## src/rtl/lcdseq_pkg.sv

```systemverilog
package lcdseq_pkg;

  localparam int ST_W         = 7;
  localparam int ST_DONE      = 0;
  localparam int ST_VSYNC     = 1;
  localparam int ST_LOADED    = 2;
  localparam int ST_ACB       = 3;
  localparam int ST_LINE      = 4;
  localparam int ST_UNDERRUN  = 5;
  localparam int ST_SYNCLOST  = 6;

  localparam int CTL_EN       = 0;
  localparam int CTL_MASK_LSB = 8;
  localparam int CTL_MODE_LSB = 20;

  localparam logic [3:0] DEPTH_CODE_LARGE = 4'h3;

  localparam logic [ST_W-1:0] W1C_ALWAYS =
    ST_W'((1 << ST_VSYNC) | (1 << ST_ACB) | (1 << ST_LINE));
  localparam logic [ST_W-1:0] CLR_ON_DISABLE =
    ST_W'((1 << ST_LOADED) | (1 << ST_UNDERRUN) | (1 << ST_SYNCLOST));
  localparam logic [ST_W-1:0] LOADED_BIT = ST_W'(1 << ST_LOADED);

  typedef enum logic [1:0] {
    LM_BOTH  = 2'd0,
    LM_PAL   = 2'd1,
    LM_FRAME = 2'd2,
    LM_RSVD  = 2'd3
  } loadMode_e;

  typedef struct packed {
    logic selPal;
    logic startPal;
    logic startFrm;
    logic latchWord;
    logic wrLo;
    logic wrHi;
    logic advPal;
    logic advFrm;
  } seqCmd_t;

endpackage

```

## src/rtl/lcdseq_regs.sv

```systemverilog
module lcdseq_regs
  import lcdseq_pkg::*;
(
  input  logic            clk,
  input  logic            rstN,
  input  logic            ctlWe,
  input  logic [31:0]     ctlWdata,
  input  logic            stsWe,
  input  logic [ST_W-1:0] stsWdata,
  input  logic            evVsync,
  input  logic            evLine,
  input  logic            evAcb,
  input  logic            evUnderrun,
  input  logic            evSyncLost,
  input  logic            setDone,
  input  logic            setLoaded,
  output logic            enable,
  output loadMode_e       loadMode,
  output logic [31:0]     ctlRd,
  output logic [ST_W-1:0] stsRd,
  output logic            irq
);

  logic [31:0]     ctlReg;
  logic [ST_W-1:0] sts, stsNxt, setVec, w1cAllow, clrVec;
  logic            enRise, enFall;

  assign enable   = ctlReg[CTL_EN];
  assign loadMode = loadMode_e'(ctlReg[CTL_MODE_LSB +: 2]);
  assign enRise   = ctlWe & ctlWdata[CTL_EN] & ~enable;
  assign enFall   = ctlWe & ~ctlWdata[CTL_EN] & enable;

  always_comb begin
    setVec              = '0;
    setVec[ST_DONE]     = setDone;
    setVec[ST_LOADED]   = setLoaded;
    setVec[ST_VSYNC]    = evVsync & enable;
    setVec[ST_LINE]     = evLine & enable;
    setVec[ST_ACB]      = evAcb & enable;
    setVec[ST_UNDERRUN] = evUnderrun & enable;
    setVec[ST_SYNCLOST] = evSyncLost & enable;

    w1cAllow = W1C_ALWAYS | ((loadMode == LM_PAL) ? LOADED_BIT : '0);
    clrVec   = stsWe ? (stsWdata & w1cAllow) : '0;

    stsNxt = (sts & ~clrVec) | setVec;
    if (enRise) stsNxt[ST_DONE] = 1'b0;
    if (enFall) stsNxt = stsNxt & ~CLR_ON_DISABLE;
  end

  always_ff @(posedge clk) begin
    if (!rstN) begin
      ctlReg <= '0;
      sts    <= '0;
    end else begin
      if (ctlWe) ctlReg <= ctlWdata;
      sts <= stsNxt;
    end
  end

  assign ctlRd = ctlReg;
  assign stsRd = sts;
  assign irq   = |(sts & ctlReg[CTL_MASK_LSB +: ST_W]);

  // an enable write from 0 to 1 leaves done clear
  a_r7_done_cleared_on_enable: assert property (@(posedge clk) disable iff (!rstN)
    (ctlWe && ctlWdata[CTL_EN] && !enable) |=> !stsRd[ST_DONE]);

  // underrun survives everything except a disable write
  a_r8_underrun_sticky: assert property (@(posedge clk) disable iff (!rstN)
    (stsRd[ST_UNDERRUN] && !(ctlWe && !ctlWdata[CTL_EN])) |=> stsRd[ST_UNDERRUN]);

  // done only appears while the controller is off
  a_r6_done_when_off: assert property (@(posedge clk) disable iff (!rstN)
    $rose(stsRd[ST_DONE]) |-> !enable);

endmodule

```

## src/rtl/lcdseq_ctrl.sv

```systemverilog
module lcdseq_ctrl
  import lcdseq_pkg::*;
(
  input  logic      clk,
  input  logic      rstN,
  input  logic      enable,
  input  loadMode_e loadMode,
  input  logic      dmaAck,
  input  logic      palLast,
  input  logic      frmLast,
  output logic      dmaReq,
  output seqCmd_t   cmd,
  output logic      setDone,
  output logic      setLoaded
);

  typedef enum logic [2:0] {
    S_IDLE, S_PAL_REQ, S_PAL_LO, S_PAL_HI, S_FRM_REQ, S_HOLD
  } seqState_e;

  seqState_e state, nxt;

  always_comb begin
    nxt       = state;
    cmd       = '0;
    dmaReq    = 1'b0;
    setDone   = 1'b0;
    setLoaded = 1'b0;
    unique case (state)
      S_IDLE: begin
        if (enable) begin
          if (loadMode == LM_PAL || loadMode == LM_BOTH) begin
            cmd.startPal = 1'b1;
            nxt          = S_PAL_REQ;
          end else begin
            cmd.startFrm = 1'b1;
            nxt          = S_FRM_REQ;
          end
        end
      end
      S_PAL_REQ: begin
        dmaReq     = 1'b1;
        cmd.selPal = 1'b1;
        if (dmaAck) begin
          cmd.latchWord = 1'b1;
          nxt           = S_PAL_LO;
        end
      end
      S_PAL_LO: begin
        cmd.wrLo = 1'b1;
        nxt      = S_PAL_HI;
      end
      S_PAL_HI: begin
        cmd.wrHi = 1'b1;
        if (palLast) begin
          setLoaded = 1'b1;
          if (loadMode == LM_PAL) begin
            nxt = S_HOLD;
          end else if (enable) begin
            cmd.startFrm = 1'b1;
            nxt          = S_FRM_REQ;
          end else begin
            setDone = 1'b1;
            nxt     = S_IDLE;
          end
        end else begin
          cmd.advPal = 1'b1;
          if (enable) begin
            nxt = S_PAL_REQ;
          end else begin
            setDone = 1'b1;
            nxt     = S_IDLE;
          end
        end
      end
      S_FRM_REQ: begin
        dmaReq = 1'b1;
        if (dmaAck) begin
          if (frmLast) begin
            cmd.startFrm = 1'b1;
            if (!enable) begin
              setDone = 1'b1;
              nxt     = S_IDLE;
            end
          end else begin
            cmd.advFrm = 1'b1;
          end
        end
      end
      S_HOLD: begin
        if (!enable) begin
          setDone = 1'b1;
          nxt     = S_IDLE;
        end
      end
      default: nxt = S_IDLE;
    endcase
  end

  always_ff @(posedge clk) begin
    if (!rstN) state <= S_IDLE;
    else       state <= nxt;
  end

endmodule

```

## src/rtl/lcdseq_data.sv

```systemverilog
module lcdseq_data
  import lcdseq_pkg::*;
#(
  parameter int ADDR_W      = 16,
  parameter int FRAME_LEN_W = 12,
  parameter int PAL_LARGE   = 256,
  parameter int PAL_SMALL   = 16
) (
  input  logic                   clk,
  input  logic                   rstN,
  input  seqCmd_t                cmd,
  input  logic [31:0]            dmaData,
  input  logic [ADDR_W-1:0]      palBase,
  input  logic [ADDR_W-1:0]      frameBase,
  input  logic [FRAME_LEN_W-1:0] frameLen,
  output logic [ADDR_W-1:0]      dmaAddr,
  output logic                   palWe,
  output logic [$clog2(PAL_LARGE)-1:0] palAddr,
  output logic [15:0]            palData,
  output logic                   palLast,
  output logic                   frmLast
);

  localparam int WIDX_W = $clog2(PAL_LARGE / 2 + 1);
  localparam int ENT_W  = WIDX_W + 1;
  localparam int PAL_AW = $clog2(PAL_LARGE);

  logic [WIDX_W-1:0]      wordIdx;
  logic [FRAME_LEN_W-1:0] frmIdx;
  logic [31:0]            wordReg;
  logic                   largeTbl;
  logic [ENT_W-1:0]       entIdx, palLimit;

  always_ff @(posedge clk) begin
    if (!rstN) begin
      wordIdx  <= '0;
      frmIdx   <= '0;
      wordReg  <= '0;
      largeTbl <= 1'b0;
    end else begin
      if (cmd.startPal)    wordIdx <= '0;
      else if (cmd.advPal) wordIdx <= wordIdx + 1'b1;
      if (cmd.latchWord) begin
        wordReg <= dmaData;
        if (wordIdx == '0) largeTbl <= (dmaData[15:12] == DEPTH_CODE_LARGE);
      end
      if (cmd.startFrm)    frmIdx <= '0;
      else if (cmd.advFrm) frmIdx <= frmIdx + 1'b1;
    end
  end

  assign palLast  = wordIdx == (largeTbl ? WIDX_W'(PAL_LARGE / 2) : WIDX_W'(PAL_SMALL / 2));
  assign frmLast  = frmIdx == (frameLen - FRAME_LEN_W'(1));
  assign palLimit = largeTbl ? ENT_W'(PAL_LARGE) : ENT_W'(PAL_SMALL);
  assign entIdx   = {wordIdx, cmd.wrHi};
  assign palWe    = (cmd.wrLo | cmd.wrHi) && (entIdx < palLimit);
  assign palAddr  = entIdx[PAL_AW-1:0];
  assign palData  = cmd.wrHi ? wordReg[31:16] : wordReg[15:0];

  assign dmaAddr = cmd.selPal ? (palBase + ADDR_W'(wordIdx))
                              : (frameBase + ADDR_W'(frmIdx));

endmodule

```

## src/rtl/lcd_load_seq.sv

```systemverilog
module lcd_load_seq
  import lcdseq_pkg::*;
#(
  parameter int ADDR_W      = 16,
  parameter int FRAME_LEN_W = 12,
  parameter int PAL_LARGE   = 256,
  parameter int PAL_SMALL   = 16
) (
  input  logic                   clk,
  input  logic                   rstN,
  input  logic                   ctlWe,
  input  logic [31:0]            ctlWdata,
  input  logic                   stsWe,
  input  logic [6:0]             stsWdata,
  output logic [31:0]            ctlRd,
  output logic [6:0]             stsRd,
  output logic                   irq,
  input  logic                   evVsync,
  input  logic                   evLine,
  input  logic                   evAcb,
  input  logic                   evUnderrun,
  input  logic                   evSyncLost,
  input  logic [ADDR_W-1:0]      palBase,
  input  logic [ADDR_W-1:0]      frameBase,
  input  logic [FRAME_LEN_W-1:0] frameLen,
  output logic                   dmaReq,
  output logic [ADDR_W-1:0]      dmaAddr,
  input  logic                   dmaAck,
  input  logic [31:0]            dmaData,
  output logic                   palWe,
  output logic [$clog2(PAL_LARGE)-1:0] palAddr,
  output logic [15:0]            palData
);

  seqCmd_t   cmd;
  logic      setDone, setLoaded, palLast, frmLast, enable;
  loadMode_e loadMode;

  lcdseq_regs u_regs (
    .clk, .rstN, .ctlWe, .ctlWdata, .stsWe, .stsWdata,
    .evVsync, .evLine, .evAcb, .evUnderrun, .evSyncLost,
    .setDone, .setLoaded, .enable, .loadMode, .ctlRd, .stsRd, .irq
  );

  lcdseq_ctrl u_ctrl (
    .clk, .rstN, .enable, .loadMode, .dmaAck, .palLast, .frmLast,
    .dmaReq, .cmd, .setDone, .setLoaded
  );

  lcdseq_data #(
    .ADDR_W(ADDR_W), .FRAME_LEN_W(FRAME_LEN_W),
    .PAL_LARGE(PAL_LARGE), .PAL_SMALL(PAL_SMALL)
  ) u_data (
    .clk, .rstN, .cmd, .dmaData, .palBase, .frameBase, .frameLen,
    .dmaAddr, .palWe, .palAddr, .palData, .palLast, .frmLast
  );

  // a pending request keeps its address until acknowledged
  a_r12_req_hold: assert property (@(posedge clk) disable iff (!rstN)
    (dmaReq && !dmaAck) |=> (dmaReq && $stable(dmaAddr)));

  // palette writes never overlap a pending fetch
  a_r12_pal_not_during_req: assert property (@(posedge clk) disable iff (!rstN)
    palWe |-> !dmaReq);

endmodule

```

## config.mk

```make
export PLATFORM = sky130hd
export DESIGN_NAME = lcd_load_seq
export DESIGN_NICKNAME = d
export VERILOG_FILES = /design/src/rtl/lcdseq_pkg.sv /design/src/rtl/lcdseq_regs.sv /design/src/rtl/lcdseq_ctrl.sv /design/src/rtl/lcdseq_data.sv /design/src/rtl/lcd_load_seq.sv
export SDC_FILE = /design/constraint.sdc
export NUM_CORES = 1
export LEC_CHECK = 0
export BUFFER_PORTS_ARGS = -buffer_cell sky130_fd_sc_hd__buf_2
export CAP_MARGIN = 40
export CORE_MARGIN = 5
export CORE_UTILIZATION = 40
export CTS_BUF_LIST = sky130_fd_sc_hd__clkbuf_8 sky130_fd_sc_hd__clkbuf_16
export CTS_CLUSTER_DIAMETER = 120
export DETAILED_ROUTE_END_ITERATION = 6
export PLACE_DENSITY = 0.73
export SLEW_MARGIN = 5
export SYNTH_ARGS = -nofsm -noshare
export SYNTH_HDL_FRONTEND = slang
export SYNTH_SLANG_ARGS = --single-unit
```

## constraint.sdc

```tcl
create_clock -name clk -period 9.75 [get_ports clk]
set_input_delay 1.95 -clock clk [delete_from_list [all_inputs] [get_ports clk]]
set_output_delay 1.95 -clock clk [all_outputs]
set_load 0.02 [all_outputs]
```

# After elaboration in Yosys (flattened, before gate mapping)

Cells that the tools add are included.
W data, S select, Z words.

Add/subtract/negate cells: 5
Order comparisons: 1
Equality and inequality tests: 13
Multiplexer cells: 46
Bitwise gates (word level): 18
Reduce and logical (&&, ||, !) cells: 12

Operators with widths:

| cell                    | number |
|---|---|
| $mux W16                | 2 |
| $mux W3                 | 10 |
| $mux W1                 | 26 |
| $and A7 B7 Y7           | 3 |
| $pmux W3 S6             | 1 |
| $add A16 B12 Y16        | 1 |
| $add A16 B8 Y16         | 1 |
| $add A12 B1 Y12 const B | 1 |
| $eq A12 B12 Y1          | 1 |
| $sub A12 B1 Y12 const B | 1 |
| $and A1 B1 Y1           | 9 |
| $lt A9 B9 Y1            | 1 |
| $mux W9                 | 1 |
| $add A8 B1 Y8 const B   | 1 |
| $eq A8 B8 Y1            | 1 |
| $logic_not A8 Y1        | 1 |
| $mux W8                 | 1 |
| $ne A2 B2 Y1 const B    | 4 |
| $reduce_or A2 Y1        | 4 |
| $mux W7                 | 1 |
| $not A7 Y7              | 1 |
| $or A7 B7 Y7            | 1 |
| $reduce_or A7 Y1        | 1 |
| $eq A3 B2 Y1 const B    | 2 |
| other kinds (14)        | 19 |

Bits in registers: 95
Bits of input ports: 125
Output and inout port bits: 82

# Logic depth before layout (Yosys ltp)

Gate-level depths: netlist (run 1).

Depth after elaboration: 8
Depth in mapped cells: 11
Depth with buffers taken out: 10

# Cells and area by module

Synthesis (run 1) repeated with hierarchy kept, for this count alone.

Cells, all modules: 640
Area, all modules: 5910.7 µm²

Modules (own cells, without submodules):

| module      | times used | cells each | area each (µm²) | seq. area each (µm²) |
|---|---|---|---|---|
| lcdseq_data | 1          | 451        | 3977.6          | 1061.0 |
| lcdseq_regs | 1          | 138        | 1581.5          | 780.7 |
| lcdseq_ctrl | 1          | 51         | 351.6           | 60.1 |

# Worst setup path after synthesis (run 1)

No wires, ideal clock.

Kind: input -> output
From: input port frameBase[0]
To: output port dmaAddr[12]
Data arrival time: 4.051 ns
Path slack: 3.749 ns
Stages: 10
Path through: ha_1 > inv_1 > fa_1 > nor2b_1 > o211ai_1 > a21boi_0 > o21a_1 > a21oi_1 > or4b_2 > nand4_1

Longest elaborated chain between the ends: 2

Ends and longest elaborated chain:

| item             | RTL line           | RTL |
|---|---|---|
| start, declared  | lcd_load_seq.sv:24 | `input logic [ADDR_W-1:0] frameBase,` |
| $add A16 B12 Y16 | lcdseq_data.sv:61  | `: (frameBase + ADDR_W'(frmIdx));` |
| $mux W16         | lcdseq_data.sv:60  | `assign dmaAddr = cmd.selPal ? (palBase + ADDR_W'(wordIdx))` |
| end, declared    | lcd_load_seq.sv:27 | `output logic [ADDR_W-1:0] dmaAddr,` |

Every way passes these cells.

# Worst setup path in the final report (run 1)

Same ends and word-level chain as after synthesis.

==> results of run 1 <==
-- placed cells by master, fill, tap and decap left out, types with 8 or more instances in the layout --
cell type    n
xor2_1      23
xnor2_1     23
or3_1       11
and3_1       8
inv_1       23
a21oi_1     74
nor2_1      83
clkbuf_16    9
dfxtp_1     95
mux2i_1     40
buf_2      203
nand4_1     12
ha_1        26
nand3_1     17
nor3_1      12
o21ai_0     22
nand2_1    151
-- layout make-up --
class / instances / area (sq um) / area share
clock buffer: 10 / 239 / 0.0328
sequential: 95 / 1900 / 0.261
timing repair buffer: 209 / 1090 / 0.150
inverter: 24 / 90.1 / 0.0124
tap: 184 / 230 / 0.0316
clock inverter: 6 / 77.6 / 0.0107
multi-input combinational: 599 / 3640 / 0.501
-- worst register-to-register path, cell delays in order (launching register included) --
cell and delay [ns]:
dfxtp_1 0.47, inv_1 0.24, nor2_1 0.17, nand2_1 0.45, inv_1 0.76, and3_1 0.30, and3_1 0.18, nand4_1 0.11
xor2_1 0.15, nor2_1 0.05
-- registers in the layout, summed over array words and instances, names as in the netlist --
register and flops:
u_data.wordReg 32, u_regs.ctlRd 32, u_data.frmIdx 12, u_data.wordIdx 8
u_regs.stsRd 7, u_ctrl.state 3, u_data.largeTbl 1
-- per-layer routing --
metal,vias to the layer above,GRT usage
li1,2993,-
met1,2568,0.228
met2,184,0.323
met3,18,0.0490
met4,4,0.0551
met5,-,0
-- through the flow --
stage	instances	power, uW	setup slack [ns]	hold WS [ns]	cell area (sq um)
finish	1127	963	3.32	0.456	7280
global route	1127	1010	3.14	0.470	7280
CTS	1127	977	3.31	0.456	7280
detailed placement	1111	602	3.34	0.447	6960
global placement	1108	597	3.36	0.441	6910
floorplan	763	529	3.75	0.437	5870
-- cells by family after synthesis --
family | share of synthesized area
DFF | 0.324
AOI/OAI and AO/OA | 0.160
buffers and inverters | 0.0557
adders and majority gates | 0.0623
muxes | 0.0683
xor gates and xnor gates | 0.0715
and+or+nand+nor | 0.258
-- how the worst max path moves through the flow --
stage / start / endpoint / cells after the start
after detailed placement: frameBase[0] / dmaAddr[12] / 12
final: frameBase[0] / dmaAddr[12] / 12
after global routing: frameBase[0] / dmaAddr[12] / 12
after global placement: frameBase[0] / dmaAddr[12] / 12
after CTS: frameBase[0] / dmaAddr[12] / 12
after floorplan: frameBase[0] / dmaAddr[12] / 10
-- power by group --
| part | total [uW] | internal [uW] | switching (uW) | leakage [uW] |
|---|---|---|---|---|
| sequential | 414 | 402 | 11.2 | 0.000773 |
| clock | 371 | 210 | 160 | 0.000153 |
| combinational | 179 | 71.7 | 107 | 0.00245 |
| total | 963 | 684 | 278 | 0.00338 |
==> results.md, run 1 <==
* Type of the worst setup path: in -> out
* Yosys top cell area share at 0.324
* Number of fillers in the final layout at 1448
* DR DRC count at 0
* Unrepaired setup endpoints after global routing: false
* Instance count of the mapped netlist at 763
* Final sum of negative setup slack at 0 ns
* Hold path startpoint: u_data.wordReg[7]
* Number of enable flip-flop cells after synthesis at 0
* CP Data Required Time at 7.80 ns
* Global-route wire length before repair at 25.9 mm
* Mean number of vias per cell at 5.12
* Latest clock arrival within the worst-skew pair at 0.34 ns
* Sum of met2 wire segment lengths after detailed routing at 7.70 mm
* Total overflow reported by the global router at 0
* Reg2Reg Depth at 9
* Endpoints failing hold at 0
* Antenna Nets Post-Route at 0
* Routed wire length on met3 at 1.37 mm
* Worst-Margin Slew at 0.837 ns
* CTS resizes at 0
* Post-CTS setup buffer count at 0
* Crit path time final at 6.43 ns
* Synthesized flop and latch total at 95
* Top flip-flop cell by instance count after synthesis: dfxtp_1
* Final Core Density at 0.503
* CTS tree: yes
* Horizontal extent of the die at 131 microns
* Syn. warnings at 0
* Cell types with the highest counts after synthesis: nand2_1, dfxtp_1, nor2_1
* Final Max Slew Viols at 0
* Highest signal layer in the routed design: met5
* Routed WL at 16.4 mm
* Vias in the first global route at 5443
* First drt pass iteration count at 4
* Setup violation total in the final timing report at 0
* Area growth, synth to finish at 24.1%
* Critical path endpoint category: output pin
* Clock Tree Root: clkbuf_16
* Post-Synthesis Mean Instance Area at 7.69 sq um
* Initial DRC count at 258
* Cell with the biggest individual delay on the critical path: or4b_2
* Crit share post-route at 0.660
* Power per standard cell area at 132 nW/um^2
* Path type of the worst min-delay path: reg -> reg
* Most frequent cell after synthesis: nand2_1
* Critical path, cell by cell: buf_2 > ha_1 > inv_1 > fa_1 > nor2b_1 > o211ai_1 > a21boi_0 > o21a_1 > a21oi_1 > or4b_2 > nand4_1 > buf_2
* Endpoint of the worst hold path: u_data.wordReg[7]
* Initial antenna violation count at 2
* Area contributors post-synth: dfxtp_1, nand2_1, mux2i_1
* Maximum fanout encountered on the critical timing path at 3
* Flop-to-flop setup slack at 6.74 ns
* Starting density of the core at 0.405
* Number of nets at the end of the flow at 1091
* Worst hold stages at 2
* Maximum clock insertion buffer count at 2
* Count of distinct cell types in the synthesized netlist at 68
* Result of the run: completed
* Fraction of the yosys area taken by sequential cells at 0.324
* Startpoint of the worst register-to-register path: u_ctrl.state[1]
* Synth Cell Area at 5870 sq um
* Largest net degree at the start of global routing at 48
* Family with the most delay on the worst path: simple AND/OR/NAND/NOR gates
* Hold-fix buffers at CTS at 0
* Height of the chip at 131 microns
* Cell repeated most along the worst path: buf_2
* Share of post-route cells with drive strength above 1 at 0.251
* Top achievable clock speed at 156 MHz
* Met1 routed wirelength after detailed routing at 7.09 mm
* Clock-pin slew reported for the worst setup and hold paths after clock tree synthesis at 0.06 ns
* Floorplan row count at 44
* I/O Buffers at 203
* CORE AREA at 14500 sq um
* Max_cap viols at 0
* Number of antenna cells inserted at 0
* Largest area contributor in the synthesized netlist: dfxtp_1
* Number of levels in the clock H-tree at 3
* RePlAce Congestion at 0.896
* Worst reg2reg endpoint: u_data.wordIdx[7]
* DP HPWL at 12.8 mm
* Peak supply drop at 112 uV
* TritonCTS Sinks at 95
* Die footprint at 17200 sq um
* All-layer global routing usage at 0.187
* Largest incremental delay on the critical path at 0.60 ns
* Proportion of synthesized flip-flops having asynchronous set or reset at 0
* Total CTS buffers at 9
* Critical path buffer and inverter count at 3
* Boundary Pins at 207
* Critical Path Source Type: input pin
* Critical Path AT at 4.48 ns
* Vias after detailed routing at 5767
* Slew headroom at 0.436
* Clock Skew at 0.00610 ns
* Net count of the mapped netlist at 916
* Leakage component of the power at 0.00338 uW
* Average wire length per cell after detail routing at 14.6 microns
(Power assumes the default switching activity.)
==> run 2, diff against run 1 <==
clock period = 6.2 ns   (was 9.75 ns; I/O delays follow)
==> results.md, run 2 (synthesized netlist as in run 1, its figures left out) <==
* Result of the run: completed
* Initial antenna violation count at 0
* Starting density of the core at 0.405
* Peak supply drop at 173 uV
* Total overflow reported by the global router at 0
* Mean number of vias per cell at 5.12
* Worst-case hold slack at 0.456 ns
* Total CTS buffers at 9
* Die footprint at 17200 sq um
* Most frequent standard cell in the layout excluding fill and tap cells: buf_2
* DP HPWL at 12.9 mm
* Height of the chip at 131 microns
* Routed WL at 16.8 mm
* I/O Buffers at 203
* Maximum clock insertion buffer count at 2
* Final Max Slew Viols at 0
* CORE AREA at 14500 sq um
* Maximum fanout encountered on the critical timing path at 3
* Average wire length per cell after detail routing at 14.9 microns
* CTS resizes at 0
* TritonCTS Sinks at 95
* Clock Tree Root: clkbuf_16
* Path type of the worst min-delay path: reg -> reg
* Post-CTS setup buffer count at 0
* Largest net degree at the start of global routing at 44
* Global-route wire length before repair at 26.5 mm
* Endpoints failing hold at 0
* Number of nets at the end of the flow at 1092
* Top achievable clock speed at 202 MHz
* Critical Path AT at 3.72 ns
* Crit path time final at 4.96 ns
* CP Data Required Time at 4.96 ns
* Leakage component of the power at 0.00337 uW
* RePlAce Congestion at 0.900
* Unrepaired setup endpoints after global routing: false
* Crit share post-route at 0.800
* Setup violation total in the final timing report at 0
* Area growth, synth to finish at 24.0%
* Top library cells by usage in the layout, fill and taps aside: buf_2, nand2_1, dfxtp_1
* Clock Skew at 0.00479 ns
* Antenna Nets Post-Route at 0
* Vias after detailed routing at 5776
* Critical path endpoint category: output pin
* Worst-Margin Slew at 0.789 ns
* Latest clock arrival within the worst-skew pair at 0.34 ns
* Critical Path Source Type: input pin
* Number of antenna cells inserted at 0
* Slew headroom at 0.473
* Floorplan row count at 44
* Number of fillers in the final layout at 1440
* Max_cap viols at 0
* Boundary Pins at 207
* Vias in the first global route at 5479
* Power per standard cell area at 209 nW/um^2
* Multi-input combinational cell area at 3640 sq um
* Horizontal extent of the die at 131 microns
* Clock-pin slew reported for the worst setup and hold paths after clock tree synthesis at 0.07 ns
* CTS tree: yes
* Sequential cell area at 1900 sq um
* Final sum of negative setup slack at 0 ns
* Share of post-route cells with drive strength above 1 at 0.251
* Type of the worst setup path: in -> out
* Initial DRC count at 313
* Hold-fix buffers at CTS at 0
* All-layer global routing usage at 0.192
* DR DRC count at 0
* First drt pass iteration count at 4
* Number of levels in the clock H-tree at 3
==> run 2: final timing paths <==
check	start	end	slack, ns	cells after the start
max	frameBase[0]	dmaAddr[12]	1.24	12
min	u_data.wordReg[20]	u_data.wordReg[20]	0.46	2
max reg2reg	u_ctrl.state[1]	u_data.wordIdx[7]	3.23	9
min reg2reg	u_data.wordReg[20]	u_data.wordReg[20]	0.46	2
==> run 2: per-stage QoR <==
stage / util / setup WS [ns] / total power (uW) / std cells / cell area, sq um
6_report: 0.503 / 1.24 / 1520 / 1128 / 7280
4_1_cts: 0.503 / 1.23 / 1540 / 1128 / 7280
2_1_floorplan: - / 1.62 / 831 / 763 / 5870
3_5_place_dp: 0.481 / 1.25 / 947 / 1112 / 6960
3_3_place_gp: 0.477 / 1.24 / 939 / 1109 / 6910
5_1_grt: 0.503 / 1.08 / 1600 / 1128 / 7280
==> run 2: area by class of cell <==
type                       instances  share of cell area
sequential                        95               0.261
multi-input combinational        599               0.500
tap                              184              0.0316
clock inverter                     6              0.0105
inverter                          24              0.0124
clock buffer                      10              0.0328
timing repair buffer             210               0.151
==> run 2: critical path, cell delays in order <==
cell and delay, ns:
buf_2 0.10, ha_1 0.16, inv_1 0.06, fa_1 0.40
nor2b_1 0.15, o211ai_1 0.09, a21boi_0 0.30, o21a_1 0.24
a21oi_1 0.10, or4b_2 0.60, nand4_1 0.11, buf_2 0.18
==> run 2: metal layers <==
layer / routed length [microns] / global-route usage / up-vias / share of wire
met1: 7280 / 0.234 / 2616 / 0.43
met3: 1380 / 0.0632 / 4 / 0.082
met4: 97 / 0.0490 / 0 / 0.0058
met2: 8030 / 0.326 / 173 / 0.48
met5: 0 / 0 / - / 0
li1: - / - / 2983 / -
==> run 2: power by group <==
group / internal (uW) / switching (uW) / total [uW]
combinational: 113 / 168 / 281
sequential: 633 / 17.5 / 650
clock: 331 / 257 / 589
total: 1080 / 443 / 1520
==> run 3, diff against run 2 <==
ABC_AREA = 1   (was default)
clock period = 5.2 ns   (was 6.2 ns; I/O delays follow)
==> results.md, run 3 <==
* Max_cap viols at 0
* Unrepaired setup endpoints after global routing: false
* Most frequent cell after synthesis: nand2_1
* RePlAce Congestion at 0.877
* Number of enable flip-flop cells after synthesis at 0
* Path type of the worst min-delay path: reg -> reg
* Clock-pin slew reported for the worst setup and hold paths after clock tree synthesis at 0.07 ns
* CTS tree: yes
* Share of post-route cells with drive strength above 1 at 0.229
* Synthesized flop and latch total at 95
* Critical path endpoint category: output pin
* Mean number of vias per cell at 4.98
* Endpoints failing hold at 0
* Maximum fanout encountered on the critical timing path at 4
* Total CTS buffers at 9
* Number of levels in the clock H-tree at 3
* Final Max Slew Viols at 0
* Hold-fix buffers at CTS at 0
* First drt pass iteration count at 6
* Crit path time final at 4.15 ns
* Critical Path AT at 3.11 ns
* Number of nets at the end of the flow at 1255
* Peak supply drop at 195 uV
* Starting density of the core at 0.409
* Setup slack of the critical path after layout at 1.05 ns
* Proportion of synthesized flip-flops having asynchronous set or reset at 0
* CP Data Required Time at 4.16 ns
* Clock Power Share at 0.268
* Yosys top cell area share at 0.320
* All-layer global routing usage at 0.191
* Post-Synthesis Mean Instance Area at 6.44 sq um
* Synth Cell Area at 5940 sq um
* Slew headroom at 0.482
* Clock Tree Root: clkbuf_16
* Synthesized-area fraction occupied by ao, oa, aoi and oai cells at 0.153
* Vias in the first global route at 6014
* DP HPWL at 13.3 mm
* Pint at 1420 uW
* Cell area reported after detailed placement at 7060 sq um
* Leakage component of the power at 0.00375 uW
* Area contributors post-synth: dfxtp_1, nand2_1, nor2_1
* Final design instance area without fill at 7330 sq um
* Top achievable clock speed at 241 MHz
* Horizontal extent of the die at 132 microns
* Die footprint at 17400 sq um
* Height of the chip at 132 microns
* Cell types with the highest counts after synthesis: nand2_1, nor2_1, dfxtp_1, o21ai_0, inv_1
* CTS resizes at 0
* CORE AREA at 14500 sq um
* Instance count of the mapped netlist at 923
* TritonCTS Sinks at 95
* Largest area contributor in the synthesized netlist: dfxtp_1
* Crit share post-route at 0.798
* Setup slack after placement at 1.06 ns
* Average wire length per cell after detail routing at 13.4 microns
* Top flip-flop cell by instance count after synthesis: dfxtp_1
* Post-CTS setup buffer count at 0
* Result of the run: completed
* Initial DRC count at 301
* Type of the worst setup path: in -> out
* Adder and majority cell fraction of the synthesized area at 0.0615
* Initial antenna violation count at 1
* Share of cell area taken by muxes after synthesis at 0.00337
* Latest clock arrival within the worst-skew pair at 0.34 ns
* Antenna Nets Post-Route at 0
* Critical Path Source Type: input pin
* Xor/xnor cell area share of the yosys netlist at 0.0369
* Worst-Margin Slew at 0.768 ns
* Floorplan row count at 44
* Sw Ratio at 0.384
* Simple-gate share of the synthesized area at 0.336
* Count of distinct cell types in the synthesized netlist at 43
* Largest family of logic cells by synthesized area: simple AND/OR/NAND/NOR gates
* Global-route wire length before repair at 28.5 mm
* Final sum of negative setup slack at 0 ns
* Syn. warnings at 0
* Total overflow reported by the global router at 0
* Power share of the sequential group at 0.376
* Boundary Pins at 207
* DR DRC count at 0
* Largest net degree at the start of global routing at 71
* Net load switching power at 883 uW
* Routed WL at 17.4 mm
* Area growth, synth to finish at 23.4%
* Setup violation total in the final timing report at 0
* Net count of the mapped netlist at 1076
* Vias after detailed routing at 6423
* Maximum clock insertion buffer count at 2
* Number of fillers in the final layout at 1498
* Number of antenna cells inserted at 0
* Top library cells by usage in the layout, fill and taps aside: nand2_1, buf_2, nor2_1
* Clock Skew at 0.00507 ns
* I/O Buffers at 203
* Fraction of the yosys area taken by sequential cells at 0.320
* Most frequent standard cell in the layout excluding fill and tap cells: nand2_1
* Power share of the combinational group at 0.356
* Power per standard cell area at 314 nW/um^2
## run 3: metrics by stage
stage	total power, uW	hold WS [ns]	std cells	utilization
finish	2300	0.483	1291	0.504
global route	2460	0.515	1291	0.504
CTS	2330	0.486	1291	0.504
detailed placement	1700	0.472	1275	0.486
global placement	1680	0.470	1273	0.482
floorplan	1420	0.469	923	-
## run 3: final timing paths
check / slack [ns] / end / cells after the start / startpoint
setup / recovery: 1.05 / dmaAddr[10] / 14 / frameBase[0]
hold / removal: 0.48 / u_regs.stsRd[4] / 2 / u_regs.stsRd[4]
setup reg to reg: 2.91 / u_data.largeTbl / 10 / u_ctrl.state[1]
hold reg to reg: 0.48 / u_regs.stsRd[4] / 2 / u_regs.stsRd[4]
## run 3: cell families after synthesis
kind of cell,Yosys count
simple gates,479
compound gates,168
buf+inv,126
flops,95
fa+ha+maj,28
xor+xnor,25
mux,2
## run 3: final cells by class
class,count,area (sq um),share of cell area
flip-flops and latches,95,1900,0.259
clock inverters,7,50.0,0.00683
clock buffers,9,225,0.0307
repair buffers,208,1090,0.149
inverters,86,323,0.0440
multi-input cells,702,3510,0.478
well taps,184,230,0.0314
## run 3: routing by layer
metal  global-route usage  wire, microns  vias up
met1                0.238           7490     2874
met4               0.0417            101        2
li1                     -              -     3332
met3               0.0630           1600        9
met5                    0              7        -
met2                0.323           8150      206
## run 3: power by group through the flow
| stage | registers [uW] | logic, uW | clock network (uW) |
|---|---|---|---|
| 6_report | 866 | 819 | 617 |
| 3_3_place_gp | 878 | 801 | 0 |
| 5_1_grt | 877 | 914 | 666 |
| 4_1_cts | 866 | 824 | 635 |
| 2_1_floorplan | 891 | 525 | 0 |
| 3_5_place_dp | 880 | 821 | 0 |
## run 3: critical path, stage by stage
cell,delay (ns)
buf_2,0.10
ha_1,0.16
inv_1,0.06
fa_1,0.35
inv_1,0.09
nand3_1,0.06
nand2_1,0.12
a21boi_0,0.13
o21ai_0,0.29
a21oi_1,0.13
or2_2,0.29
nand3_1,0.06
o21ai_1,0.06
buf_2,0.16
